## src/rtl/sram_ctl_pkg.sv

```systemverilog
package sram_ctl_pkg;

  typedef enum logic [2:0] {
    PH_IDLE  = 3'd0,
    PH_READ  = 3'd1,
    PH_TURN  = 3'd2,
    PH_WRITE = 3'd3,
    PH_WREC  = 3'd4
  } phase_e;

  // Minimum intervals the memory asks for, in nanoseconds.
  typedef enum int unsigned {
    T_RD_CYCLE, T_ADDR_ACC, T_RELEASE, T_WR_CYCLE,
    T_SEL_END, T_ADDR_END, T_WE_PULSE, T_DATA_SETUP
  } tmin_e;

  function automatic int unsigned min_ns(input int unsigned grade, input tmin_e which);
    int unsigned v;
    if (grade == 0) begin
      case (which)
        T_RD_CYCLE, T_ADDR_ACC, T_WR_CYCLE: v = 70;
        T_RELEASE:                          v = 25;
        T_SEL_END, T_ADDR_END:              v = 60;
        T_WE_PULSE:                         v = 55;
        default:                            v = 30;
      endcase
    end else begin
      case (which)
        T_RD_CYCLE, T_ADDR_ACC, T_WR_CYCLE: v = 100;
        T_RELEASE:                          v = 30;
        T_SEL_END, T_ADDR_END:              v = 80;
        T_WE_PULSE:                         v = 70;
        default:                            v = 40;
      endcase
    end
    return v;
  endfunction

  // Ceiling division; any nonzero time becomes at least one cycle.
  function automatic int unsigned ns_to_cyc(input int unsigned ns, input int unsigned period);
    if (ns == 0) return 0;
    return (ns + period - 1) / period;
  endfunction

  function automatic int unsigned umax(input int unsigned a, input int unsigned b);
    return (a > b) ? a : b;
  endfunction

endpackage

```

## src/rtl/sram_phase_timer.sv

```systemverilog
module sram_phase_timer #(
  parameter int unsigned CNT_W = 4
) (
  input  logic             clk,
  input  logic             rst_n,
  input  logic             load,
  input  logic [CNT_W-1:0] load_val,
  output logic             expired
);

  logic [CNT_W-1:0] cnt_q;

  always_ff @(posedge clk or negedge rst_n) begin
    if (!rst_n)              cnt_q <= '0;
    else if (load)           cnt_q <= load_val;
    else if (cnt_q != '0)    cnt_q <= cnt_q - 1'b1;
  end

  assign expired = (cnt_q == '0);

endmodule

```

## src/rtl/sram_ctl_seq.sv

```systemverilog
module sram_ctl_seq
  import sram_ctl_pkg::*;
#(
  parameter int unsigned RD_N   = 7,
  parameter int unsigned TURN_N = 3,
  parameter int unsigned WR_N   = 6,
  parameter int unsigned REC_N  = 1
) (
  input  logic clk,
  input  logic rst_n,
  input  logic start,
  input  logic start_write,
  output logic idle,
  output logic capture,
  output logic done,
  output logic cs_act,
  output logic oe_act,
  output logic we_act,
  output logic drv
);

  localparam int unsigned MAXN  = umax(umax(RD_N, TURN_N), umax(WR_N, REC_N));
  localparam int unsigned CNT_W = $clog2(MAXN + 1);

  phase_e            ph_q, ph_nxt;
  logic              load, expired;
  logic [CNT_W-1:0]  load_val;

  sram_phase_timer #(.CNT_W(CNT_W)) timer_i (
    .clk      (clk),
    .rst_n    (rst_n),
    .load     (load),
    .load_val (load_val),
    .expired  (expired)
  );

  always_comb begin
    ph_nxt   = ph_q;
    load     = 1'b0;
    load_val = '0;
    case (ph_q)
      PH_IDLE: if (start) begin
        load = 1'b1;
        if (start_write) begin
          ph_nxt   = PH_WRITE;
          load_val = CNT_W'(WR_N - 1);
        end else begin
          ph_nxt   = PH_READ;
          load_val = CNT_W'(RD_N - 1);
        end
      end
      PH_READ: if (expired) begin
        ph_nxt   = PH_TURN;
        load     = 1'b1;
        load_val = CNT_W'(TURN_N - 1);
      end
      PH_TURN: if (expired) ph_nxt = PH_IDLE;
      PH_WRITE: if (expired) begin
        ph_nxt   = PH_WREC;
        load     = 1'b1;
        load_val = CNT_W'(REC_N - 1);
      end
      PH_WREC: if (expired) ph_nxt = PH_IDLE;
      default: ph_nxt = PH_IDLE;
    endcase
  end

  assign capture = (ph_q == PH_READ) && expired;
  assign idle    = (ph_q == PH_IDLE);

  // Strobes come straight from flops loaded with the next phase's decode.
  always_ff @(posedge clk or negedge rst_n) begin
    if (!rst_n) begin
      ph_q   <= PH_IDLE;
      done   <= 1'b0;
      cs_act <= 1'b0;
      oe_act <= 1'b0;
      we_act <= 1'b0;
      drv    <= 1'b0;
    end else begin
      ph_q   <= ph_nxt;
      done   <= capture || ((ph_q == PH_WREC) && expired);
      cs_act <= (ph_nxt == PH_READ) || (ph_nxt == PH_WRITE);
      oe_act <= (ph_nxt == PH_READ);
      we_act <= (ph_nxt == PH_WRITE);
      drv    <= (ph_nxt == PH_WRITE) || (ph_nxt == PH_WREC);
    end
  end

  // Cycles since output enable was last active, saturating at TURN_N.
  logic [CNT_W-1:0] quiet_q;
  always_ff @(posedge clk or negedge rst_n) begin
    if (!rst_n)                          quiet_q <= CNT_W'(TURN_N);
    else if (oe_act)                     quiet_q <= '0;
    else if (quiet_q < CNT_W'(TURN_N))   quiet_q <= quiet_q + 1'b1;
  end


  drive_after_quiet_chk: assert property (@(posedge clk) disable iff (!rst_n)
    $rose(drv) |-> (quiet_q >= CNT_W'(TURN_N)));


  we_needs_sel_chk: assert property (@(posedge clk) disable iff (!rst_n)
    we_act |-> (cs_act && !oe_act && drv));


  data_held_on_we_rise_chk: assert property (@(posedge clk) disable iff (!rst_n)
    $fell(we_act) |-> drv);


  read_no_drive_chk: assert property (@(posedge clk) disable iff (!rst_n)
    oe_act |-> (!drv && cs_act));

endmodule

```

## src/rtl/sram_ctl_dpath.sv

```systemverilog
module sram_ctl_dpath #(
  parameter int unsigned ADDR_W = 17,
  parameter int unsigned DATA_W = 8
) (
  input  logic              clk,
  input  logic              rst_n,
  input  logic              accept,
  input  logic [ADDR_W-1:0] in_addr,
  input  logic [DATA_W-1:0] in_wdata,
  input  logic              capture,
  input  logic [DATA_W-1:0] dq_in,
  output logic [ADDR_W-1:0] out_addr,
  output logic [DATA_W-1:0] out_wdata,
  output logic [DATA_W-1:0] out_rdata
);

  always_ff @(posedge clk or negedge rst_n) begin
    if (!rst_n) begin
      out_addr  <= '0;
      out_wdata <= '0;
    end else if (accept) begin
      out_addr  <= in_addr;
      out_wdata <= in_wdata;
    end
  end

  always_ff @(posedge clk or negedge rst_n) begin
    if (!rst_n)       out_rdata <= '0;
    else if (capture) out_rdata <= dq_in;
  end


  accept_capture_excl_chk: assert property (@(posedge clk) disable iff (!rst_n)
    !(accept && capture));

endmodule

```

## src/rtl/sram_ctl.sv

```systemverilog
module sram_ctl
  import sram_ctl_pkg::*;
#(
  parameter int unsigned CLK_PERIOD_NS = 10,
  parameter int unsigned SPEED_GRADE   = 0,
  parameter int unsigned ADDR_W        = 17,
  parameter int unsigned DATA_W        = 8
) (
  input  logic              clk,
  input  logic              rst_n,
  input  logic              req_valid,
  output logic              req_ready,
  input  logic              req_write,
  input  logic [ADDR_W-1:0] req_addr,
  input  logic [DATA_W-1:0] req_wdata,
  output logic              rsp_valid,
  output logic [DATA_W-1:0] rsp_rdata,
  output logic              mem_cs_n,
  output logic              mem_cs,
  output logic              mem_oe_n,
  output logic              mem_we_n,
  output logic [ADDR_W-1:0] mem_addr,
  output logic [DATA_W-1:0] mem_dq_o,
  output logic              mem_dq_oe,
  input  logic [DATA_W-1:0] mem_dq_i
);

  localparam int unsigned RD_N = umax(
    ns_to_cyc(min_ns(SPEED_GRADE, T_RD_CYCLE), CLK_PERIOD_NS),
    ns_to_cyc(min_ns(SPEED_GRADE, T_ADDR_ACC), CLK_PERIOD_NS));
  localparam int unsigned TURN_N = umax(1,
    ns_to_cyc(min_ns(SPEED_GRADE, T_RELEASE), CLK_PERIOD_NS));
  localparam int unsigned WR_N = umax(
    umax(ns_to_cyc(min_ns(SPEED_GRADE, T_WE_PULSE), CLK_PERIOD_NS),
         ns_to_cyc(min_ns(SPEED_GRADE, T_SEL_END),  CLK_PERIOD_NS)),
    umax(ns_to_cyc(min_ns(SPEED_GRADE, T_ADDR_END), CLK_PERIOD_NS),
         ns_to_cyc(min_ns(SPEED_GRADE, T_DATA_SETUP), CLK_PERIOD_NS)));
  localparam int unsigned WC_N  = ns_to_cyc(min_ns(SPEED_GRADE, T_WR_CYCLE), CLK_PERIOD_NS);
  localparam int unsigned REC_N = (WC_N > WR_N) ? (WC_N - WR_N) : 1;

  logic idle, accept, capture, done, cs_act, oe_act, we_act, drv;

  assign req_ready = idle;
  assign accept    = req_valid && idle;

  sram_ctl_seq #(
    .RD_N   (RD_N),
    .TURN_N (TURN_N),
    .WR_N   (WR_N),
    .REC_N  (REC_N)
  ) seq_i (
    .clk         (clk),
    .rst_n       (rst_n),
    .start       (accept),
    .start_write (req_write),
    .idle        (idle),
    .capture     (capture),
    .done        (done),
    .cs_act      (cs_act),
    .oe_act      (oe_act),
    .we_act      (we_act),
    .drv         (drv)
  );

  sram_ctl_dpath #(.ADDR_W(ADDR_W), .DATA_W(DATA_W)) dpath_i (
    .clk       (clk),
    .rst_n     (rst_n),
    .accept    (accept),
    .in_addr   (req_addr),
    .in_wdata  (req_wdata),
    .capture   (capture),
    .dq_in     (mem_dq_i),
    .out_addr  (mem_addr),
    .out_wdata (mem_dq_o),
    .out_rdata (rsp_rdata)
  );

  assign rsp_valid = done;
  assign mem_cs_n  = ~cs_act;
  assign mem_cs    = cs_act;
  assign mem_oe_n  = ~oe_act;
  assign mem_we_n  = ~we_act;
  assign mem_dq_oe = drv;


  idle_standby_chk: assert property (@(posedge clk) disable iff (!rst_n)
    req_ready |-> (mem_cs_n && !mem_cs && mem_oe_n && mem_we_n && !mem_dq_oe));


  accept_drops_ready_chk: assert property (@(posedge clk) disable iff (!rst_n)
    (req_valid && req_ready) |=> !req_ready);


  addr_hold_chk: assert property (@(posedge clk) disable iff (!rst_n)
    (!req_ready && !$past(req_ready)) |-> ($stable(mem_addr) && $stable(mem_dq_o)));


  rsp_single_chk: assert property (@(posedge clk) disable iff (!rst_n)
    rsp_valid |=> !rsp_valid);

endmodule

```

## config.mk

```make
export PLATFORM = sky130hd
export DESIGN_NAME = sram_ctl
export DESIGN_NICKNAME = d
export VERILOG_FILES = /design/src/rtl/sram_ctl_pkg.sv /design/src/rtl/sram_phase_timer.sv /design/src/rtl/sram_ctl_seq.sv /design/src/rtl/sram_ctl_dpath.sv /design/src/rtl/sram_ctl.sv
export SDC_FILE = /design/constraint.sdc
export NUM_CORES = 1
export LEC_CHECK = 0
export ABC_CLOCK_PERIOD_IN_PS = 2450
export CORE_MARGIN = 1
export CORE_UTILIZATION = 57
export CTS_CLUSTER_SIZE = 40
export DETAILED_ROUTE_END_ITERATION = 8
export DONT_BUFFER_PORTS = 1
export GPL_TIMING_DRIVEN = 1
export PLACE_DENSITY = 0.78
export SLEW_MARGIN = 20
export SYNTH_ARGS = -nofsm -noshare
export SYNTH_HDL_FRONTEND = slang
export SYNTH_SLANG_ARGS = --single-unit
```

## constraint.sdc

```tcl
create_clock -name clk -period 2.45 [get_ports clk]
set_input_delay 0.49 -clock clk [delete_from_list [all_inputs] [get_ports clk]]
set_output_delay 0.49 -clock clk [all_outputs]
set_load 0.05 [all_outputs]
```

[Word-level counts from Yosys, hierarchy flattened]
Cells that the tools add are included.
Word-level totals
  memories kept: 0
  input port bits: 37
  logic and storage cells: 48
  bits in read-only memories: 0
  bits in latches: 0
  RAM bits: 0
  flip-flop bits (word level): 44
Cells by class
  divide/modulo/power cells: 0
  reductions and logical operators: 12
  multiply operators: 0
  muxes and demuxes: 15
  equality and inequality tests: 7
  $add $sub $neg: 1
  bitwise operators: 3
  shift-type cells: 0
  $lt $le $gt $ge: 0
Operator list (number)
  2-to-1 mux 3 bit: 7
  case mux 3 bit (4 select lines): 1
  == test 3 x 2 -> 1 bit (second input constant): 3
  == test 3 x 1 -> 1 bit (second input constant): 2
  == test 3 bit (second input constant): 2
  logical NOT 3 bit: 2
  2-to-1 mux 2 bit: 3
  case mux 3 bit (2 select lines): 1
  OR reduction 2 bit: 2
  logical AND 1 bit: 3
  logical OR 1 bit: 3
  inverter 1 bit: 3
  nonzero test 3 bit: 1
  subtractor 3 x 1 -> 3 bit (second input constant): 1
  2-to-1 mux 1 bit: 2
  case mux 1 bit (2 select lines): 1
  nonzero test 2 bit: 1

[Longest topological paths before layout]
  depth in word-level cells: 6
  gate-level depth with buffers: 6
  mapped depth without buffers: 5

[By module]
From an unflattened synthesis, not the netlist that was laid out.
Second synthesis, totals
  cells, all modules: 136
  area, all modules: 1983.2 um^2
Modules (own cells, without submodules)
  sram_ctl_dpath: instances 1, cells an instance 70, area each 1328.8 um^2, seq. area each 825.8 um^2
  sram_ctl_seq: instances 1, cells an instance 41, area each 436.7 um^2, seq. area each 200.2 um^2
  sram_phase_timer: instances 1, cells an instance 21, area each 200.2 um^2, seq. area each 75.1 um^2
  sram_ctl: instances 1, cells an instance 4, area each 17.5 um^2, seq. area each 0.0 um^2

[Worst setup path after synthesis]
OpenSTA, ideal clock, no wires.
  path type: reg-to-output
  from: register seq_i.ph_q[1]
  to: output req_ready
  path slack: 0.288 ns
  cell stages (with the launch flop): 3
  data arrival time: 1.672 ns
  buffers on the path: 1
  data required time: 1.960 ns
  cell sequence: dfrtp_1 buf_2 nor3_1
Between the ends
  cells in the longest elaborated chain, start to end: 1
Ends and longest elaborated chain
  start: declaration: RTL line sram_ctl_seq.sv:25  | phase_e ph_q, ph_nxt;
  start signal: assignment: RTL line sram_ctl_seq.sv:81  | ph_q <= ph_nxt;
  logical NOT 3 bit: RTL line sram_ctl_seq.sv:69  | assign idle = (ph_q == PH_IDLE);
  end: declaration: RTL line sram_ctl.sv:12  | output logic req_ready,
No other way between the ends.

[Worst setup path after layout]
Same ends and word-level chain as after synthesis.

==> impl_results.md <==
* Warning count from the yosys run at 0
* Seq/Total Area, Yosys at 0.597
* Worst-margin pin slew at ~0.5 ns
* Share of the synthesized area in compound gates (AO/OA/AOI/OAI) at 0.0590
* Root Driver: sky130_fd_sc_hd__clkbuf_4
* Floorplan row count at 20
* Gates resized, CTS repair at 0
* FF+latch area at about 1100 um^2
* Vias post-DR at 1027
* CTS tree: built
* Avg Inst Size Synth at approximately 14 um^2
* Post-CTS setup buffers at 0
* Total number of nets in the final design at 172
* Final worst path period share at 0.745
* Run status: finished, final reports clean
* Pin count of the biggest net entering global routing at 45
* Vias in the first global route at just over 1000
* Main combinational cell family by area after synthesis: multiplexers
* Routed wire length per instance at ~16 um
* Antenna cells at 0
* Share of Yosys cell area claimed by the top area cell type at 0.597
* Endpoints failing setup at 0
* Most common cell after layout, fill and taps aside: sky130_fd_sc_hd__dfrtp_1
* Relative max-transition margin at 0.671
* Number of buffer cells added on primary ports at 0
* Initial Utilization at 0.605
* Final HPWL from detailed placement at 2050 um
* Gate count after technology mapping at approximately 130
* Net count after synthesis at between 150 and 200
* Critical path data required time at roughly 2 ns
* I/O pin count at 77
* Iteration count of the initial detailed-routing pass at 4
* Remaining routing DRC violations at 0
* Number of max-slew violations in the final report at 0
* Area occupied by multi-input gates at ~660 um^2
* Max frequency at approximately 550 MHz
* Clock-pin transition on the worst setup and hold timing paths at 0.11 ns
* Startpoint of the lowest-slack register-to-register path: seq_i.timer_i.cnt_q[0]$_DFFE_PN0P_
* Most area-consuming cells after synthesis: sky130_fd_sc_hd__dfrtp_1, sky130_fd_sc_hd__mux2_2, sky130_fd_sc_hd__buf_6, sky130_fd_sc_hd__mux2_1, sky130_fd_sc_hd__inv_1
* Hold/Removal Path Class: in -> reg
* Critical path launch point type: register
* Number of fill cells at between 200 and 300
* Remaining antenna violation count at 0
* Area of the die at about 3500 um^2
* Unrepaired setup endpoints after global routing: false
* Remaining global-route overflow at 0
* Post-synthesis cell type count at 30
* Multiplexer share of the synthesized area at 0.201
* Most frequent cells in the layout: sky130_fd_sc_hd__dfrtp_1, sky130_fd_sc_hd__mux2_2, sky130_fd_sc_hd__inv_1, sky130_fd_sc_hd__clkbuf_4
* Reported max-cap violation count at 0
* Number of buffers created by CTS at 5
* Data arrival, critical path at about 1.3 ns
* Area of the core region at about 3000 um^2
* Die X-Extent at 58.9 um
* Fraction of final layout cells with drive strength greater than 1 at 0.328
* Fin Clk Skew at a little over 0.009 ns
* Clock Latency Late Sink at about 0.34 ns
* Area of the mapped netlist at about 1800 um^2
* Routed WL at ~3000 um
* Layout area overhead at 5.49%
* Xor-xnor portion of the synthesized cell area at 0.00475
* Seq cells post-synth at 44
* Setup TNS at 0 ns
* Vias per Instance at roughly 5.8
* Critical path type: reg -> out
* Maximum level of the CTS H-tree at 2
* Adder and majority cell fraction of the synthesized area at 0.0136
* Crit path from: seq_i.ph_q[1]$_DFF_PN0_
* Tot GR Track Use at 0.189
* Synth Area in Simple Gates at 0.0773
* First-pass GRT wire length at 4610 um
* Maximum clock insertion buffer count at 2
* Cell taking the most area after synthesis: sky130_fd_sc_hd__dfrtp_1
* Post-route minimum period at 1.82 ns
* Worst hold path startpoint: req_wdata[4]
* Crit path capture type: output port
* 1st-iter DRT viols at 62
* Highest net fanout along the worst path at 12
* GP Congestion at around 0.74
* Number of antenna violations at the first check in global routing at 0
* Final hold violation count at 0
* Total clock sinks at 44
* Vert. Die Dim at roughly 59 um
## layer usage
metal,vias up,track usage,share of wire
li1,464,-,-
met1,504,0.225,0.41
met2,57,0.292,0.49
met3,2,0.0637,0.089
met4,0,0.122,0.0082
met5,-,0,0
## critical path: stages, from the launching register on
cell	delay [ns]
sky130_fd_sc_hd__dfrtp_1	0.53
sky130_fd_sc_hd__nor3_1	0.24
sky130_fd_sc_hd__buf_4	0.23
## state kept, by name (all words and copies together), names as in the netlist
register,cells
seq_i.timer_i.cnt_q,3
seq_i.done,1
dpath_i.out_addr,17
dpath_i.out_rdata,8
seq_i.oe_act,1
seq_i.drv,1
dpath_i.out_wdata,8
seq_i.cs_act,1
seq_i.we_act,1
seq_i.ph_q,3
## kinds of logic (layout without fill, tap and decap cells)
| kind of cell | Yosys count | count (layout) |
|---|---|---|
| AOI/OAI and AO/OA | 15 | 15 |
| DFF | 44 | 44 |
| muxes | 33 | 33 |
| buffers and inverters | 14 | 19 |
| xor gates and xnor gates | 1 | 1 |
| adders and majority gates | 2 | 2 |
| and+or+nand+nor | 20 | 20 |
## Yosys cell counts
cell type,count
sky130_fd_sc_hd__o21ai_0,1
sky130_fd_sc_hd__nand2_1,4
sky130_fd_sc_hd__nor4b_4,1
sky130_fd_sc_hd__nand3_2,1
sky130_fd_sc_hd__o32ai_1,1
sky130_fd_sc_hd__and3b_1,2
sky130_fd_sc_hd__xnor2_1,1
sky130_fd_sc_hd__inv_1,7
sky130_fd_sc_hd__nor4bb_1,1
sky130_fd_sc_hd__a31oi_1,1
sky130_fd_sc_hd__nor3_1,2
sky130_fd_sc_hd__buf_6,4
sky130_fd_sc_hd__buf_4,1
sky130_fd_sc_hd__mux2_2,30
sky130_fd_sc_hd__a211o_1,2
sky130_fd_sc_hd__dfrtp_1,44
sky130_fd_sc_hd__nand2b_1,4
sky130_fd_sc_hd__a211oi_1,2
sky130_fd_sc_hd__o31ai_1,1
sky130_fd_sc_hd__nor2b_1,1
sky130_fd_sc_hd__ha_1,2
sky130_fd_sc_hd__nor2b_4,1
sky130_fd_sc_hd__a2bb2oi_1,1
sky130_fd_sc_hd__buf_2,1
sky130_fd_sc_hd__mux2_1,3
sky130_fd_sc_hd__a2111oi_0,1
sky130_fd_sc_hd__a21oi_1,4
sky130_fd_sc_hd__o221a_2,1
sky130_fd_sc_hd__nor2_1,3
sky130_fd_sc_hd__clkbuf_1,1
## path summary, 6_finish.rpt
path,end,depth (start not counted),slack (ns)
max in group asynchronous,dpath_i.out_rdata[3]$_DFFE_PN0P_,2,1.65
worst max register to register,dpath_i.out_rdata[1]$_DFFE_PN0P_,5,0.68
min in group asynchronous,dpath_i.out_wdata[5]$_DFFE_PN0P_,2,0.60
worst max-delay path,req_ready,2,0.63
worst min register to register,seq_i.timer_i.cnt_q[2]$_DFFE_PN0P_,2,0.59
worst min-delay path,dpath_i.out_wdata[4]$_DFFE_PN0P_,1,0.28
## repair_timing
action | 4_1_cts | 5_1_grt
setup endpoints to repair | 0 | 0
hold endpoints to repair | 44 | 0
hold buffers | 2 | 0
## final cells by class
cell class | count | share of cell area
Timing Repair Buffer | 4 | 0.0231
Clock buffer | 7 | 0.0283
Tap cell | 44 | 0.0283
Multi-Input combinational cell | 71 | 0.337
Clock inverter | 1 | 0.00386
Inverter | 7 | 0.0135
Sequential cell | 44 | 0.566
## metrics by stage
stage	worst slack, ns	cell area [um^2]	cells	hold WS [ns]	util
after floorplan	0.288	1850	129	0.194	-
after detailed placement	0.713	1850	168	0.195	0.607
after CTS	0.602	1950	178	0.255	0.638
after global routing	0.529	1950	178	0.241	0.638
final	0.625	1950	178	0.277	0.638
after global placement	0.787	1850	168	0.195	0.607
Power is left out: the tool's default activity adds up to more than one toggle a clock period on the data nets, which glitch-free logic cannot reach.
